## src/rtl/isr_pkg.sv

```systemverilog
package isr_pkg;
  localparam int DATA_W   = 32;
  localparam int ADDR_W   = 8;
  localparam int NUM_EVT  = 7;
  localparam int NUM_SRC  = NUM_EVT + 1;
  localparam int BADKEY_BIT = NUM_EVT;
  localparam int GATE_BIT = 31;

  localparam logic [ADDR_W-1:0] OFS_GATE = 8'h1C;
  localparam logic [ADDR_W-1:0] OFS_FLAG = 8'h20;
  localparam logic [ADDR_W-1:0] OFS_MASK = 8'h28;
  localparam logic [ADDR_W-1:0] OFS_KEY  = 8'h40;

  localparam logic [DATA_W-1:0] RESET_KEY = 32'h0000_000A;
endpackage

```

## src/rtl/isr_src_bank.sv

```systemverilog
module isr_src_bank #(
  parameter int N = 8
) (
  input  logic         clk,
  input  logic         rst_n,
  input  logic [N-1:0] set_i,
  input  logic [N-1:0] clr_i,
  input  logic         wipe_i,
  output logic [N-1:0] flag_o
);
  logic [N-1:0] flag_d;
  logic [N-1:0] flag_q;

  for (genvar b = 0; b < N; b++) begin : g_bit
    // set beats clear; wipe beats both
    always_comb begin
      if (wipe_i)        flag_d[b] = 1'b0;
      else if (set_i[b]) flag_d[b] = 1'b1;
      else if (clr_i[b]) flag_d[b] = 1'b0;
      else               flag_d[b] = flag_q[b];
    end

    always_ff @(posedge clk or negedge rst_n) begin
      if (!rst_n) flag_q[b] <= 1'b0;
      else        flag_q[b] <= flag_d[b];
    end
  end

  assign flag_o = flag_q;
endmodule

```

## src/rtl/isr_irq_merge.sv

```systemverilog
module isr_irq_merge #(
  parameter int N = 8
) (
  input  logic         clk,
  input  logic         rst_n,
  input  logic         gate_i,
  input  logic [N-1:0] flag_i,
  input  logic [N-1:0] mask_i,
  output logic         irq_o
);
  logic [N-1:0] hit;
  logic         irq_d;
  logic         irq_q;

  for (genvar b = 0; b < N; b++) begin : g_hit
    assign hit[b] = flag_i[b] & mask_i[b];
  end

  always_comb irq_d = gate_i & (|hit);

  always_ff @(posedge clk or negedge rst_n) begin
    if (!rst_n) irq_q <= 1'b0;
    else        irq_q <= irq_d;
  end

  assign irq_o = irq_q;
endmodule

```

## src/rtl/isr_key_reset.sv

```systemverilog
module isr_key_reset #(
  parameter int          DW         = 32,
  parameter logic [DW-1:0] KEY      = 32'h0000_000A,
  parameter int          RST_CYCLES = 16
) (
  input  logic          clk,
  input  logic          rst_n,
  input  logic          hit_i,
  input  logic [DW-1:0] wdata_i,
  output logic          key_ok_o,
  output logic          key_bad_o,
  output logic          core_rst_o
);
  localparam int CNT_W = (RST_CYCLES > 1) ? $clog2(RST_CYCLES) : 1;
  localparam logic [CNT_W-1:0] LOAD = CNT_W'(RST_CYCLES - 1);

  logic             match;
  logic [CNT_W-1:0] cnt_d, cnt_q;
  logic             act_d, act_q;
  logic             cnt_en;

  always_comb begin
    match     = (wdata_i == KEY);
    key_ok_o  = hit_i & match;
    key_bad_o = hit_i & ~match;
  end

  always_comb begin
    cnt_en = key_ok_o | act_q;
    cnt_d  = cnt_q;
    act_d  = act_q;
    if (key_ok_o) begin
      cnt_d = LOAD;
      act_d = 1'b1;
    end else if (act_q) begin
      if (cnt_q == '0) begin
        act_d = 1'b0;
      end else begin
        cnt_d = cnt_q - 1'b1;
      end
    end
  end

  always_ff @(posedge clk or negedge rst_n) begin
    if (!rst_n) begin
      cnt_q <= '0;
      act_q <= 1'b0;
    end else if (cnt_en) begin
      cnt_q <= cnt_d;
      act_q <= act_d;
    end
  end

  assign core_rst_o = act_q;
endmodule

```

## src/rtl/irq_sreg_top.sv

```systemverilog
module irq_sreg_top #(
  parameter int RST_CYCLES = 16
) (
  input  logic                      clk,
  input  logic                      rst_n,
  input  logic                      bus_wr_en,
  input  logic [isr_pkg::ADDR_W-1:0] bus_addr,
  input  logic [isr_pkg::DATA_W-1:0] bus_wdata,
  output logic [isr_pkg::DATA_W-1:0] bus_rdata,
  input  logic [isr_pkg::NUM_EVT-1:0] evt_i,
  output logic                      irq_o,
  output logic                      core_rst_o
);
  import isr_pkg::*;

  logic               wr_gate, wr_flag, wr_mask, wr_key;
  logic               key_ok, key_bad;
  logic [NUM_SRC-1:0] set_vec, clr_vec;
  logic [NUM_SRC-1:0] flag_q;
  logic [NUM_SRC-1:0] mask_d, mask_q;
  logic               mask_en;
  logic               gate_d, gate_q;
  logic               gate_en;

  always_comb begin
    wr_gate = bus_wr_en & (bus_addr == OFS_GATE);
    wr_flag = bus_wr_en & (bus_addr == OFS_FLAG);
    wr_mask = bus_wr_en & (bus_addr == OFS_MASK);
    wr_key  = bus_wr_en & (bus_addr == OFS_KEY);
  end

  isr_key_reset #(
    .DW(DATA_W), .KEY(RESET_KEY), .RST_CYCLES(RST_CYCLES)
  ) u_key (
    .clk(clk), .rst_n(rst_n), .hit_i(wr_key), .wdata_i(bus_wdata),
    .key_ok_o(key_ok), .key_bad_o(key_bad), .core_rst_o(core_rst_o)
  );

  always_comb begin
    set_vec = {key_bad, evt_i & {NUM_EVT{~core_rst_o}}};
    clr_vec = wr_flag ? bus_wdata[NUM_SRC-1:0] : '0;
  end

  isr_src_bank #(.N(NUM_SRC)) u_flags (
    .clk(clk), .rst_n(rst_n), .set_i(set_vec), .clr_i(clr_vec),
    .wipe_i(key_ok), .flag_o(flag_q)
  );

  always_comb begin
    mask_en = wr_mask | key_ok;
    mask_d  = key_ok ? '0 : bus_wdata[NUM_SRC-1:0];
    gate_en = wr_gate | key_ok;
    gate_d  = key_ok ? 1'b0 : bus_wdata[GATE_BIT];
  end

  always_ff @(posedge clk or negedge rst_n) begin
    if (!rst_n)       mask_q <= '0;
    else if (mask_en) mask_q <= mask_d;
  end

  always_ff @(posedge clk or negedge rst_n) begin
    if (!rst_n)       gate_q <= 1'b0;
    else if (gate_en) gate_q <= gate_d;
  end

  isr_irq_merge #(.N(NUM_SRC)) u_merge (
    .clk(clk), .rst_n(rst_n), .gate_i(gate_q), .flag_i(flag_q),
    .mask_i(mask_q), .irq_o(irq_o)
  );

  always_comb begin
    bus_rdata = '0;
    unique case (bus_addr)
      OFS_GATE: bus_rdata[GATE_BIT]      = gate_q;
      OFS_FLAG: bus_rdata[NUM_SRC-1:0]   = flag_q;
      OFS_MASK: bus_rdata[NUM_SRC-1:0]   = mask_q;
      default:  bus_rdata                = '0;
    endcase
  end
endmodule

```

## config.mk

```make
export PLATFORM = sky130hd
export DESIGN_NAME = irq_sreg_top
export DESIGN_NICKNAME = d
export VERILOG_FILES = /design/src/rtl/isr_pkg.sv /design/src/rtl/isr_src_bank.sv /design/src/rtl/isr_irq_merge.sv /design/src/rtl/isr_key_reset.sv /design/src/rtl/irq_sreg_top.sv
export SDC_FILE = /design/constraint.sdc
export NUM_CORES = 1
export LEC_CHECK = 0
export ABC_AREA = 1
export ABC_CLOCK_PERIOD_IN_PS = 1700
export BUFFER_PORTS_ARGS = -buffer_cell sky130_fd_sc_hd__clkbuf_2
export CAP_MARGIN = 10
export CORE_AREA = 2 2 66 68
export CTS_BUF_LIST = sky130_fd_sc_hd__clkbuf_2 sky130_fd_sc_hd__clkbuf_4 sky130_fd_sc_hd__clkbuf_8
export DETAILED_ROUTE_END_ITERATION = 12
export DIE_AREA = 0 0 68 70
export GPL_TIMING_DRIVEN = 0
export MAX_ROUTING_LAYER = met4
export PLACE_DENSITY = 0.8
export SETUP_SLACK_MARGIN = 0.02
export SYNTH_ARGS = -nofsm -noshare
export SYNTH_HDL_FRONTEND = slang
export SYNTH_HIERARCHICAL = 1
export SYNTH_SLANG_ARGS = --single-unit
```

## constraint.sdc

```tcl
create_clock -name clk -period 1.7 [get_ports clk]
set_input_delay 0.17 -clock clk [delete_from_list [all_inputs] [get_ports clk]]
set_output_delay 0.17 -clock clk [all_outputs]
set_load 0.01 [all_outputs]
```

Word level (Yosys, flattened, before mapping):

Index checks and enable logic that the tools add are counted.

* register bits: 23
* word-level logic and storage cells: 88
* bits of input ports: 50
* output and inout port bits: 34

* bitwise logic cells: 21
* reductions and logical operators: 12
* $add $sub $neg: 1
* equal/unequal tests: 6
* muxes and demuxes: 35

Operator list (count)
* 32-bit by 4-bit equality test with 1-bit output, second input constant: 1
* 1-bit two-way mux: 29
* 3-bit nonzero test: 8
* 8-bit by 6-bit equality test with 1-bit output, second input constant: 2
* 8-bit two-way mux: 2
* 8-bit one-hot mux with 2 select lines: 1
* 1-bit AND: 15
* 4-bit two-way mux: 3
* 8-bit by 5-bit equality test with 1-bit output, second input constant: 1
* 8-bit by 7-bit equality test with 1-bit output, second input constant: 1
* 8-bit OR reduction: 1
* 7-bit AND: 1
* 4-bit zero test: 1
* 4-bit by 1-bit subtractor with 4-bit output, second input constant: 1
* 1-bit bitwise OR: 3
* 3-bit AND reduction: 1
* 2-bit != test, second input constant: 1
* 1-bit inverter: 2
* 2-bit nonzero test: 1

Logic depth before layout (Yosys ltp):

* depth in word-level cells: 6
* gate-level depth with buffers: 11
* depth with buffers taken out: 10

By module:

The synthesis kept the hierarchy.

Modules (own cells, without submodules)
* irq_sreg_top: times used 1, area an instance 993.5 µm², seq. area each 225.2 µm², cells an instance 150
* isr_key_reset: times used 1, area an instance 450.4 µm², seq. area each 125.1 µm², cells an instance 78
* isr_src_bank: times used 1, area an instance 371.6 µm², seq. area each 200.2 µm², cells an instance 41
* isr_irq_merge: times used 1, area an instance 86.3 µm², seq. area each 25.0 µm², cells an instance 17

Least setup slack after synthesis:

OpenSTA, ideal clock, no wires.

* kind: input to register
* start point: input bus_addr[1] (netlist name)
* end point: register mask_q[6]
* buffers on the path: 1
* arrival: 1.264 ns
* data required time: 1.582 ns
* setup time: 0.118 ns
* stages: 9
* path slack: 0.318 ns
* path through: nor2_1 nand3_1 nor4_1 nand3_2 inv_1 inv_2 buf_6 nand3_1 nand2_1

* longest elaborated chain between the ends: 4
* elaborated cells between the ends (all ways): 7
* classes of those cells: eq/ne: 2; mux: 1; bitwise: 4

RTL lines
* start, declared: line irq_sreg_top.sv:7 `input logic [isr_pkg::ADDR_W-1:0] bus_addr,`
* 8-bit by 7-bit equality test with 1-bit output *: line irq_sreg_top.sv:29 `wr_key = bus_wr_en & (bus_addr == OFS_KEY);`
* 1-bit AND *: line irq_sreg_top.sv:29
* net wr_key: line irq_sreg_top.sv:16 `logic wr_gate, wr_flag, wr_mask, wr_key;`
* 1-bit AND *: line isr_key_reset.sv:24 `key_ok_o = hit_i & match;`
* net key_ok: line irq_sreg_top.sv:17 `logic key_ok, key_bad;`
* 8-bit two-way mux or 1-bit bitwise OR (tied branches): line irq_sreg_top.sv:51, irq_sreg_top.sv:50
* end signal, assigned: line irq_sreg_top.sv:58 `else if (mask_en) mask_q <= mask_d;`
* end, declared: line irq_sreg_top.sv:20 `logic [NUM_SRC-1:0] mask_d, mask_q;`

The timed path passes the listed nets; every way through them passes the cells marked *.
A chain may end at the register's enable or synchronous reset.

Worst setup path in the final report:

Ends and elaborated chain as after synthesis.

==> qor.csv <==
stage,metric,value,unit
routing,DR top layer,met4,
setup_path,Worst Setup End Kind,flop,
timing,Least-Margin Pin Slew,0.620,ns
global_routing,largest net degree at the start of global routing,24,
cells_and_area,Final nets,425,
synthesis,asr flop ratio synth,100,%
synthesis,"top cells by area, synth","dfrtp_1 (30%), nand2_1 (14%), inv_1 (11%)",
global_routing,first-pass GRT wire length,7570,µm
setup_path,Worst R2R Path Depth,8,
power,Sw Ratio,28.4,%
power,Final Total Pwr,1170,µW
routing,first-pass iteration count of the detailed router,4,
synthesis,"top cells by count, synth","nand2_1 (71), inv_1 (58), nor2_1 (28)",
timing,fin. max-slew vios,0,
routing,wire length on met2,2380,µm
timing,worst hold slack,0.149,ns
floorplanning,Die W,68,µm
setup_path,Critical Path Fanout Max,10,
routing,Vias,1850,
timing,final hold vios,0,
synthesis,"flops & latches, synth",23,
place,IO buf count,60,
synthesis,synthesized instance count,286,
global_routing,gr usage total,20.7,%
global_routing,initial antenna violation count,0,
clock_network,Clock Latency Late Sink,0.27,ns
synthesis,syn avg cell area,6.65,µm²
clock_network,total clock sinks,23,
power,pwr/cell area,483,nW/µm²
synthesis,Yosys top cell area share,30.3,%
power,leakage power,0.00149,µW
floorplanning,core area,4140,µm²
synthesis,"count leader, synth",nand2_1,
clock_network,Num CTS Buffers,3,
floorplanning,Initial Util,45.9,%
floorplanning,Die Ht,70,µm
place,GPL Wtd Cong,0.844,
setup_path,Setup crit start kind,primary input,
place,hpwl dp,3510,µm
setup_path,Worst EP required,1.87,ns
global_routing,vias in the first global route,1812,
routing,M1 WL,1700,µm
synthesis,Ys Warns,6,
synthesis,count of cell types in the netlist,26,
setup_path,critical path class,primary input to flop,
power,Max IR drop VDD,0.357,mV
setup_path,R2R Setup Slk,0.37,ns
timing,fin crit period,1.38,ns
timing,maximum clock frequency,723,MHz
worst_hold_path,hold path startpoint,bus_wdata[31],
clock_network,Clock Root Buffer,clkbuf_8,
routing,Avg WL per Cell,10.2,µm
worst_hold_path,HP Class,primary input to flop,
cells_and_area,n_diodes,0,
power,combinational power share,20.6,%
clock_network,postcts setup bufs,0,
routing,wire length on met3,222,µm
run_status,status,finished clean,
power,switching power,331,µW
synthesis,Post-synth EDFFs,0,
timing,RSZ-0062 raised after global routing,false,
power,P_int,835,µW
routing,DRT iter0 DRCs,141,
floorplanning,full die area,4760,µm²
timing,Tcrit/Tclk final,81.3,%
routing,DRT antenna net count,0,
routing,DRC Markers,0,
power,clock power share,30.5,%
clock_network,maximum root-to-sink buffer count,2,
worst_hold_path,Worst Hold Endpoint,gate_q$_DFFE_PN0P_,
synthesis,"Seq/Total Area, Yosys",30.3,%
cells_and_area,area growth from synthesis to layout,26.8,%
floorplanning,IO Count,84,
clock_network,Clock Pin Slew Worst Setup and Hold Paths,0.08,ns
setup_path,Worst Path Arrival,1.55,ns
cells_and_area,fin cells,425,
setup_path,worst r2r dst,u_key/cnt_q[3]$_DFFE_PN0P_,
job,Max Cap Viol,0,
routing,DRT Wirelength,4320,µm
synthesis,synthesized area,1900,µm²
power,Seq pwr share,48.9,%
routing,drt via density,4.35,
synthesis,Yosys top cell by area,dfrtp_1,
timing,Slew HR,58.7,%
cells_and_area,Layout fillers,395,
setup_path,Reg-to-Reg Start,u_key/cnt_q[0]$_DFFE_PN0P_,
clock_network,TritonCTS clock tree,done,
worst_hold_path,Hold Path Cell Cnt,3,
clock_network,htree depth,1,
timing,final setup vio count,0,
synthesis,"Primary FF master, synth",dfrtp_1,
place,placed insts,420,
global_routing,gr ovfl total,0,
floorplanning,row count,24,
timing,Setup Skew,0.00317,ns
cells_and_area,fraction of layout instances using a drive strength above 1,34.6,%
## registers in the layout, indices dropped and copies added (netlist names)
name	flops
gate_q	1
mask_q	8
u_flags/flag_o	8
u_key/cnt_q	4
u_key/core_rst_o	1
u_merge/irq_o	1
## repair_timing
| item | in CTS | in global routing |
|---|---|---|
| hold buffers | 1 | 0 |
| gates resized for setup | 0 | 1 |
| setup endpoints to repair | 0 | 7 |
| hold endpoints to repair | 23 | 0 |
## power groups by stage
stage	clock network [µW]	registers (µW)	logic, µW
4_1_cts	355	570	239
3_3_place_gp	0	580	232
3_5_place_dp	0	581	237
6_report	355	570	241
2_1_floorplan	0	578	143
5_1_grt	387	572	271
## worst max path at each step
stage	depth (start not counted)	startpoint	slack, ns	end
floorplan	9	bus_addr[1]	0.32	mask_q[6]$_DFFE_PN0P_
global placement	10	bus_addr[1]	-0.08	mask_q[6]$_DFFE_PN0P_
detailed placement	10	bus_addr[1]	-0.1	mask_q[3]$_DFFE_PN0P_
CTS	10	bus_addr[1]	0.18	mask_q[6]$_DFFE_PN0P_
global route	10	bus_addr[1]	0.09	mask_q[2]$_DFFE_PN0P_
finish	10	bus_addr[1]	0.32	mask_q[6]$_DFFE_PN0P_
## per-layer routing
metal	GRT usage (%)	vias to the layer above
met2	36.8	39
met1	24.0	823
met3	3.54	2
met5	-	-
li1	-	986
met4	4.22	0
## worst max-delay path: stages
cell	delay (ns)
clkbuf_2	0.08
nor2_1	0.15
nand3_1	0.11
nor4_2	0.28
nand3_2	0.21
inv_1	0.14
inv_2	0.10
buf_6	0.16
nand3_1	0.08
nand2_1	0.06
## layout by cell type, fill, tap and decap left out, drive strengths merged
cell	instances
a21oi	9
inv	63
nor3	1
clkinv	1
clkbuf	64
and2	1
nor2	41
nand3	28
conb	23
nand2	75
nor4	1
nor3b	1
buf	27
or2	1
nand4	11
dlygate4sd3	1
a21boi	1
dfrtp	23
ha	1
## cell type report
class | count | area (µm²) | area share [%]
buffer | 28 | 221 | 9.18
clock buffer | 3 | 41.3 | 1.71
clock inverter | 1 | 5.00 | 0.207
inverter | 63 | 236 | 9.80
multi-input combinational | 194 | 957 | 39.7
sequential | 23 | 576 | 23.9
tap | 52 | 65.1 | 2.70
timing repair buffer | 61 | 310 | 12.9
## cell families (layout without fill, tap and decap cells)
logic type,after synthesis,after routing,synth area share (%)
AOI/OAI and AO/OA,10,10,4.34
adders and majority gates,1,1,0.658
buffers and inverters,91,156,24.1
DFF,23,23,30.3
other,1,23,0.197
and+or+nand+nor,160,160,40.5
## per-stage QoR
step | utilization [%] | TNS [ns] | setup WS (ns) | cell area (µm²)
2_1_floorplan | - | 0 | 0.318 | 1980
3_3_place_gp | 56.7 | -0.471 | -0.0751 | 2350
3_5_place_dp | 56.7 | -0.625 | -0.0995 | 2350
4_1_cts | 58.1 | 0 | 0.176 | 2410
5_1_grt | 58.2 | 0 | 0.0898 | 2410
6_report | 58.2 | 0 | 0.318 | 2410
No activity file was read; power rests on OpenSTA's default activity.
